[src/rtl/cmd_trig_pkg.sv]
package cmd_trig_pkg;
  // steps in one bunch period for a phase counter of ph_w bits
  function automatic int unsigned period_steps(int unsigned ph_w);
    return 1 << ph_w;
  endfunction

  function automatic int unsigned half_steps(int unsigned ph_w);
    return (1 << ph_w) >> 1;
  endfunction

  // input-to-output lag in steps for an active delay d
  function automatic int unsigned line_latency(int unsigned ph_w, int unsigned d);
    return period_steps(ph_w) + 1 + d;
  endfunction
endpackage

[src/rtl/cmd_trig_phase.sv]
module cmd_trig_phase #(
  parameter int unsigned PH_W = 2
) (
  input  logic clk_i,
  input  logic rst_i,
  output logic bc_high_o,
  output logic rise_tick_o,
  output logic fall_tick_o,
  output logic last_tick_o
);
  import cmd_trig_pkg::*;
  localparam int unsigned HALF = half_steps(PH_W);
  localparam logic [PH_W-1:0] HALF_PH = PH_W'(HALF);
  localparam logic [PH_W-1:0] LAST_PH = PH_W'(period_steps(PH_W) - 1);

  logic [PH_W-1:0] ph_q;

  always_ff @(posedge clk_i) begin
    if (rst_i) ph_q <= '0;
    else       ph_q <= ph_q + 1'b1;
  end

  assign bc_high_o   = (ph_q < HALF_PH);
  assign rise_tick_o = (ph_q == '0);
  assign fall_tick_o = (ph_q == HALF_PH);
  assign last_tick_o = (ph_q == LAST_PH);

  // a period boundary is followed by a high bunch-clock rising step
  p_bc_start_r1: assert property (@(posedge clk_i) disable iff (rst_i)
    last_tick_o |=> (rise_tick_o && bc_high_o));
endmodule

[src/rtl/cmd_trig_demux.sv]
module cmd_trig_demux (
  input  logic clk_i,
  input  logic rst_i,
  input  logic line_i,
  input  logic bc_high_i,
  input  logic rise_tick_i,
  input  logic fall_tick_i,
  input  logic last_tick_i,
  output logic cmd_bit_o,
  output logic cmd_stb_o,
  output logic trig_bit_o,
  output logic trig_stb_o,
  output logic rec_o
);
  logic cmd_q, trig_q, cmd_stb_q, trig_stb_q;
  logic cmd_hold_q, trig_hold_q;

  // capture on each bunch edge
  always_ff @(posedge clk_i) begin
    if (rst_i) begin
      cmd_q      <= 1'b0;
      trig_q     <= 1'b0;
      cmd_stb_q  <= 1'b0;
      trig_stb_q <= 1'b0;
    end else begin
      cmd_stb_q  <= rise_tick_i;
      trig_stb_q <= fall_tick_i;
      if (rise_tick_i) cmd_q  <= line_i;
      if (fall_tick_i) trig_q <= line_i;
    end
  end

  // both bits frozen for a whole period before recombination
  always_ff @(posedge clk_i) begin
    if (rst_i) begin
      cmd_hold_q  <= 1'b0;
      trig_hold_q <= 1'b0;
    end else if (last_tick_i) begin
      cmd_hold_q  <= cmd_q;
      trig_hold_q <= trig_q;
    end
  end

  assign rec_o      = bc_high_i ? cmd_hold_q : trig_hold_q;
  assign cmd_bit_o  = cmd_q;
  assign cmd_stb_o  = cmd_stb_q;
  assign trig_bit_o = trig_q;
  assign trig_stb_o = trig_stb_q;

  // the command strobe lasts a single step
  p_cmd_pulse_r2: assert property (@(posedge clk_i) disable iff (rst_i)
    cmd_stb_o |=> !cmd_stb_o);
  // a trigger strobe comes two steps after a command strobe
  p_trig_order_r3: assert property (@(posedge clk_i) disable iff (rst_i)
    trig_stb_o |-> $past(cmd_stb_o, 2));
  // the command bit changes only when its strobe marks it
  p_cmd_hold_r4: assert property (@(posedge clk_i) disable iff (rst_i)
    !cmd_stb_o |-> $stable(cmd_bit_o));
endmodule

[src/rtl/cmd_trig_delay.sv]
module cmd_trig_delay #(
  parameter int unsigned DLY_W = 4
) (
  input  logic             clk_i,
  input  logic             rst_i,
  input  logic             rec_i,
  input  logic             last_tick_i,
  input  logic [DLY_W-1:0] cfg_i,
  output logic [DLY_W-1:0] dly_act_o,
  output logic             line_o
);
  localparam int unsigned DEPTH = 1 << DLY_W;

  logic [DLY_W-1:0] d_act_q;
  logic [DEPTH-1:0] stage_q;

  // delay request taken only at a period boundary
  always_ff @(posedge clk_i) begin
    if (rst_i)            d_act_q <= '0;
    else if (last_tick_i) d_act_q <= cfg_i;
  end

  for (genvar i = 0; i < DEPTH; i++) begin : g_stage
    if (i == 0) begin : g_head
      always_ff @(posedge clk_i) begin
        if (rst_i) stage_q[i] <= 1'b0;
        else       stage_q[i] <= rec_i;
      end
    end else begin : g_body
      always_ff @(posedge clk_i) begin
        if (rst_i) stage_q[i] <= 1'b0;
        else       stage_q[i] <= stage_q[i-1];
      end
    end
  end

  assign line_o    = stage_q[d_act_q];
  assign dly_act_o = d_act_q;

  // the active delay moves only right after a boundary step
  p_cfg_hold_r6: assert property (@(posedge clk_i) disable iff (rst_i)
    !last_tick_i |=> $stable(dly_act_o));
  // at zero delay the line is the recombined bit one step later
  p_zero_tap_r5: assert property (@(posedge clk_i) disable iff (rst_i)
    (dly_act_o == '0) |=> ((dly_act_o != '0) || (line_o == $past(rec_i))));
endmodule

[src/rtl/cmd_trig_mux_delay.sv]
module cmd_trig_mux_delay #(
  parameter int unsigned PH_W  = 2,
  parameter int unsigned DLY_W = 4
) (
  input  logic             clk_i,
  input  logic             rst_i,
  input  logic             line_i,
  input  logic [DLY_W-1:0] delay_cfg_i,
  output logic             bc_o,
  output logic             cmd_bit_o,
  output logic             cmd_stb_o,
  output logic             trig_bit_o,
  output logic             trig_stb_o,
  output logic             line_o
);
  logic bc_high, rise_tick, fall_tick, last_tick, rec;
  logic [DLY_W-1:0] dly_act;

  cmd_trig_phase #(.PH_W(PH_W)) u_phase (
    .clk_i(clk_i), .rst_i(rst_i), .bc_high_o(bc_high),
    .rise_tick_o(rise_tick), .fall_tick_o(fall_tick), .last_tick_o(last_tick)
  );

  cmd_trig_demux u_demux (
    .clk_i(clk_i), .rst_i(rst_i), .line_i(line_i), .bc_high_i(bc_high),
    .rise_tick_i(rise_tick), .fall_tick_i(fall_tick), .last_tick_i(last_tick),
    .cmd_bit_o(cmd_bit_o), .cmd_stb_o(cmd_stb_o), .trig_bit_o(trig_bit_o),
    .trig_stb_o(trig_stb_o), .rec_o(rec)
  );

  cmd_trig_delay #(.DLY_W(DLY_W)) u_delay (
    .clk_i(clk_i), .rst_i(rst_i), .rec_i(rec), .last_tick_i(last_tick),
    .cfg_i(delay_cfg_i), .dly_act_o(dly_act), .line_o(line_o)
  );

  assign bc_o = bc_high;

  // one clock into reset the output line is quiet
  p_reset_quiet_r8: assert property (@(posedge clk_i)
    $past(rst_i) && rst_i |-> (!line_o && !cmd_stb_o && !trig_stb_o && (dly_act == '0)));
endmodule

[config.mk]
export PLATFORM = sky130hd
export DESIGN_NAME = cmd_trig_mux_delay
export DESIGN_NICKNAME = d
export VERILOG_FILES = /design/src/rtl/cmd_trig_pkg.sv /design/src/rtl/cmd_trig_phase.sv /design/src/rtl/cmd_trig_demux.sv /design/src/rtl/cmd_trig_delay.sv /design/src/rtl/cmd_trig_mux_delay.sv
export SDC_FILE = /design/constraint.sdc
export NUM_CORES = 1
export LEC_CHECK = 0
export BUFFER_PORTS_ARGS = -buffer_cell sky130_fd_sc_hd__buf_2
export CAP_MARGIN = 40
export CORE_MARGIN = 2
export CORE_UTILIZATION = 58
export DETAILED_ROUTE_END_ITERATION = 16
export PLACE_DENSITY = 0.81
export RECOVER_POWER = 25
export SYNTH_ARGS = -nofsm -noshare
export SYNTH_HDL_FRONTEND = slang
export SYNTH_SLANG_ARGS = --single-unit
[constraint.sdc]
create_clock -name clk_i -period 3.39 [get_ports clk_i]
set_clock_uncertainty 0.1 [all_clocks]
set_input_delay 0.678 -clock clk_i [delete_from_list [all_inputs] [get_ports clk_i]]
set_output_delay 0.678 -clock clk_i [all_outputs]
set_load 0.01 [all_outputs]
# Yosys cells after proc, flatten, opt, wreduce, memory -nomap -nowiden
# Cells that the tools add are included.
dict set report totals {
  regBits 28
  latchBits 0
  ram_bits 0
  rom_bits 0
  out_inout_bits 6
  n_memories 0
}
dict set report classes {
  add_sub_neg 1
  n_mul 0
  div 0
  magnitude_cmp 2
  n_eq_ne 2
  shifts 0
  mux 3
  n_bitwise 0
  reduce_logical 1
}
# cell n
set op_table {}
lappend op_table {{$lt A4 B5 Y1 const B} 1}
lappend op_table {{$bmux W1 S4} 1}
lappend op_table {{$eq A2 B2 Y1 const B} 2}
lappend op_table {{$add A2 B1 Y2 const B} 1}
lappend op_table {{$logic_not A2 Y1} 1}
lappend op_table {{$lt A2 B2 Y1 const B} 1}
lappend op_table {{$mux W1} 2}

# Logic depth before layout (Yosys ltp)
dict set report depth {
  ltp_word 2
  depth_mapped 4
  mapped_depth_nobuf 4
}

# Hierarchy
# Synthesis repeated with hierarchy kept, for this count alone.
dict set report hier_totals {
  hier_cells 81
  area_unflattened_um2 1011.0
}
# module instances cells_per_inst area_each_um2
set by_module_without_submodules {}
lappend by_module_without_submodules {cmd_trig_delay 1 55 713.2}
lappend by_module_without_submodules {cmd_trig_demux 1 17 202.7}
lappend by_module_without_submodules {cmd_trig_phase 1 9 95.1}

# Worst setup path after synthesis
# OpenSTA, ideal clock, no wires.
dict set report synth_path {
  path_kind {flip-flop to output port}
  startpoint {register u_delay.d_act_q[0] (netlist: u_delay.dly_act_o[0])}
  endpoint {output line_o}
  arrival_ns 1.190
  path_slack_ns 1.422
  path_stages_with_launch 5
  path_buffers 1
  path_cell_list {dfxtp_1 -> buf_6 -> mux4_1 -> mux2i_1 -> mux2i_1}
}
dict set report synth_between {
  elab_chain_len 2
}
# element line_no
set synth_lines {}
lappend synth_lines {{start: declaration} cmd_trig_delay.sv:14} ;# logic [DLY_W-1:0] d_act_q;
lappend synth_lines {{start signal: assignment} cmd_trig_delay.sv:20} ;# else if (last_tick_i) d_act_q <= cfg_i;
lappend synth_lines {{$bmux W1 S4} cmd_trig_delay.sv:37} ;# assign line_o = stage_q[d_act_q];
lappend synth_lines {{$mux W1 (implied by the code)} cmd_trig_delay.sv:37}
lappend synth_lines {{end: declaration} cmd_trig_mux_delay.sv:14} ;# output logic line_o
# No other way between the ends. The select of a mux whose other input is x is not followed.

# Final worst setup path
# Same ends and word-level chain as after synthesis.

==> run metrics <==
flops & latches, synth 28; WHS Path Cells 1; Congestion Overflow GR 0; Top Ports 13; Die Wd 45.7 microns; Synth top area share 55.7%; Final ANT Viol Nets 0; GRT Total Usage 17.0%; hpwl dp 1080 microns; post-layout min period 2.57 ns; Syn Nets 92; Hold EP u_phase.ph_q[0]$_SDFF_PP0_; R2R setup slack 2.01 ns; Setup crit end kind output pin; drt drc 0; Hold Crit Start u_phase.ph_q[0]$_SDFF_PP0_; reg2reg end u_delay.dly_act_o[2]$_SDFFE_PP0N_; wire per inst 13.5 microns; DR iter-0 viols 4; Worst Hold Class flip-flop to flip-flop; Worst EP required 2.61 ns; crit-path max FO 5; Rel. slew slack 26.6%; CTS root buffer clkbuf_4; Detailed Routing Iterations Pass 1 4; Setup crit start kind flip-flop; wire length of the first global-routing pass 2430 microns; vias in the first global route 550; Warnings, synthesis 0; R2R cell count 3; RSZ-0062 raised after global routing no; PortBufs 12; initial antenna violation count 0; sequential-to-total area share from yosys stat 55.7%; Starting Density 60.3%; top cells by area, synth dfxtp_1, mux2i_1, nor2b_1; Mapped Cells 82; NumNets Final 104; worst-case clock buffer depth 2; Mapped Avg Cell Area 12.3 sq um; synth-to-layout area growth 8.94%; routed vias 583; CTS tree done; Fin Setup TNS 0 ns; core area 0.00167 sq mm; Final Wtd Congestion 0.739; Core Rows 15; Final setup viols 0; via/cell ratio 5.30; Yosys cell types 10; Post-CTS Hold Buffers 0; cell area after synthesis 0.00101 sq mm; Max Cap Viol 0; run status complete, no violations; final hold vios 0; cell leakage power 0.459 nW; Resized cells post-CTS 0; max-slew violations 0; Die Ht 45.7 microns; crit path DAT 1.79 ns; Power Total 0.533 mW; clk slew on worst S/H paths 0.14 ns; Die Area 0.00209 sq mm; Skew-Pair Late Insertion Delay 0.32 ns; Fillers 149; Num Clock Sinks 28; most frequent cells in the layout dfxtp_1, nor2b_1, mux2i_1; CTS H-tree lvls 1; worst slew pin tran 1.10 ns; Critical R2R Launch u_phase.ph_q[1]$_SDFF_PP0_; largest net degree at the start of global routing 29; CTS Buf Count 3; share of layout cells above drive strength 1 16.1%; fmax 0.390 GHz; cell taking the most area after synthesis dfxtp_1; postcts setup bufs 0; Crit Path Category flip-flop to output pin; commonest non-fill, non-tap cell in the layout dfxtp_1; Antenna Cells 0; total wire length 1490 microns; Final Cycle Share 75.7%; VDD IR max 0.000303 V; pwr dens 486 mW/mm^2
[final cells by class]
| class | count | area, sq um | area share (%) |
|---|---|---|---|
| clock buffer | 4 | 36.3 | 3.31 |
| timing repair buffer | 12 | 58.8 | 5.36 |
| sequential | 28 | 561 | 51.1 |
| multi-input combinational | 47 | 413 | 37.6 |
| inverter | 2 | 7.51 | 0.684 |
| tap | 17 | 21.3 | 1.94 |
[metrics by stage]
step | cells | setup WS, ns | hold WS [ns] | util, % | instance area, sq um
3_3_place_gp | 106 | 1.29 | 0.325 | 63.6 | 1060
6_report | 110 | 0.825 | 0.354 | 65.7 | 1100
2_1_floorplan | 82 | 1.42 | 0.317 | - | 1010
4_1_cts | 110 | 0.798 | 0.364 | 65.8 | 1100
5_1_grt | 110 | 0.675 | 0.377 | 65.7 | 1100
3_5_place_dp | 106 | 1.18 | 0.340 | 63.6 | 1060
[cell families (layout without fill, tap and decap cells)]
logic type    after synthesis  count (layout)  synth area share, %
fa+ha+maj                   3               3                 3.73
simple gates               28              28                 14.9
buf+inv                     7              18                 3.35
mux                        16              16                 22.4
flops                      28              28                 55.7
[layer usage]
layer	routed length (microns)	share of wire, %	global-route usage (%)
met3	60	4.0	4.76
met5	0	0	0
met4	18	1.2	7.06
met1	710	48	23.2
met2	696	47	25.4
[where the power goes]
group	leakage [nW]	internal, mW	switching, mW	total (mW)
registers	0.227	0.337	0.00634	0.343
clock network	0.0210	0.0657	0.0903	0.156
logic	0.211	0.0168	0.0175	0.0343
total	0.459	0.419	0.114	0.533
[worst max-delay path: stages (launching register included)]
cell	delay, ns
dfxtp_1	0.49
mux4_1	0.60
mux2i_1	0.15
mux2i_1	0.08
buf_2	0.14
[flip-flops by register name (all words and copies together) (netlist names)]
register and flops:
u_delay.dly_act_o 4, u_delay.stage_q 16, u_demux.cmd_bit_o 1, u_demux.cmd_hold_q 1
u_demux.cmd_stb_o 1, u_demux.trig_bit_o 1, u_demux.trig_hold_q 1, u_demux.trig_stb_o 1
u_phase.ph_q 2
[Yosys cell counts, drive strengths merged]
cell     n
nor2    10
mux4     4
nor2b   18
ha       3
clkbuf   3
mux2i   12
dfxtp   28
inv      2
buf      2
[worst max-delay path by stage]
stage	slack [ns]	end	cells after the start	startpoint
final	0.82	line_o	4	u_delay.dly_act_o[0]$_SDFFE_PP0N_
after global routing	0.67	line_o	4	u_delay.dly_act_o[0]$_SDFFE_PP0N_
after CTS	0.80	line_o	4	u_delay.dly_act_o[0]$_SDFFE_PP0N_
after detailed placement	1.18	line_o	4	u_delay.dly_act_o[0]$_SDFFE_PP0N_
after global placement	1.29	line_o	4	u_delay.dly_act_o[0]$_SDFFE_PP0N_
after floorplan	1.42	line_o	4	u_delay.dly_act_o[0]$_SDFFE_PP0N_
No activity file was read; power rests on OpenSTA's default activity.
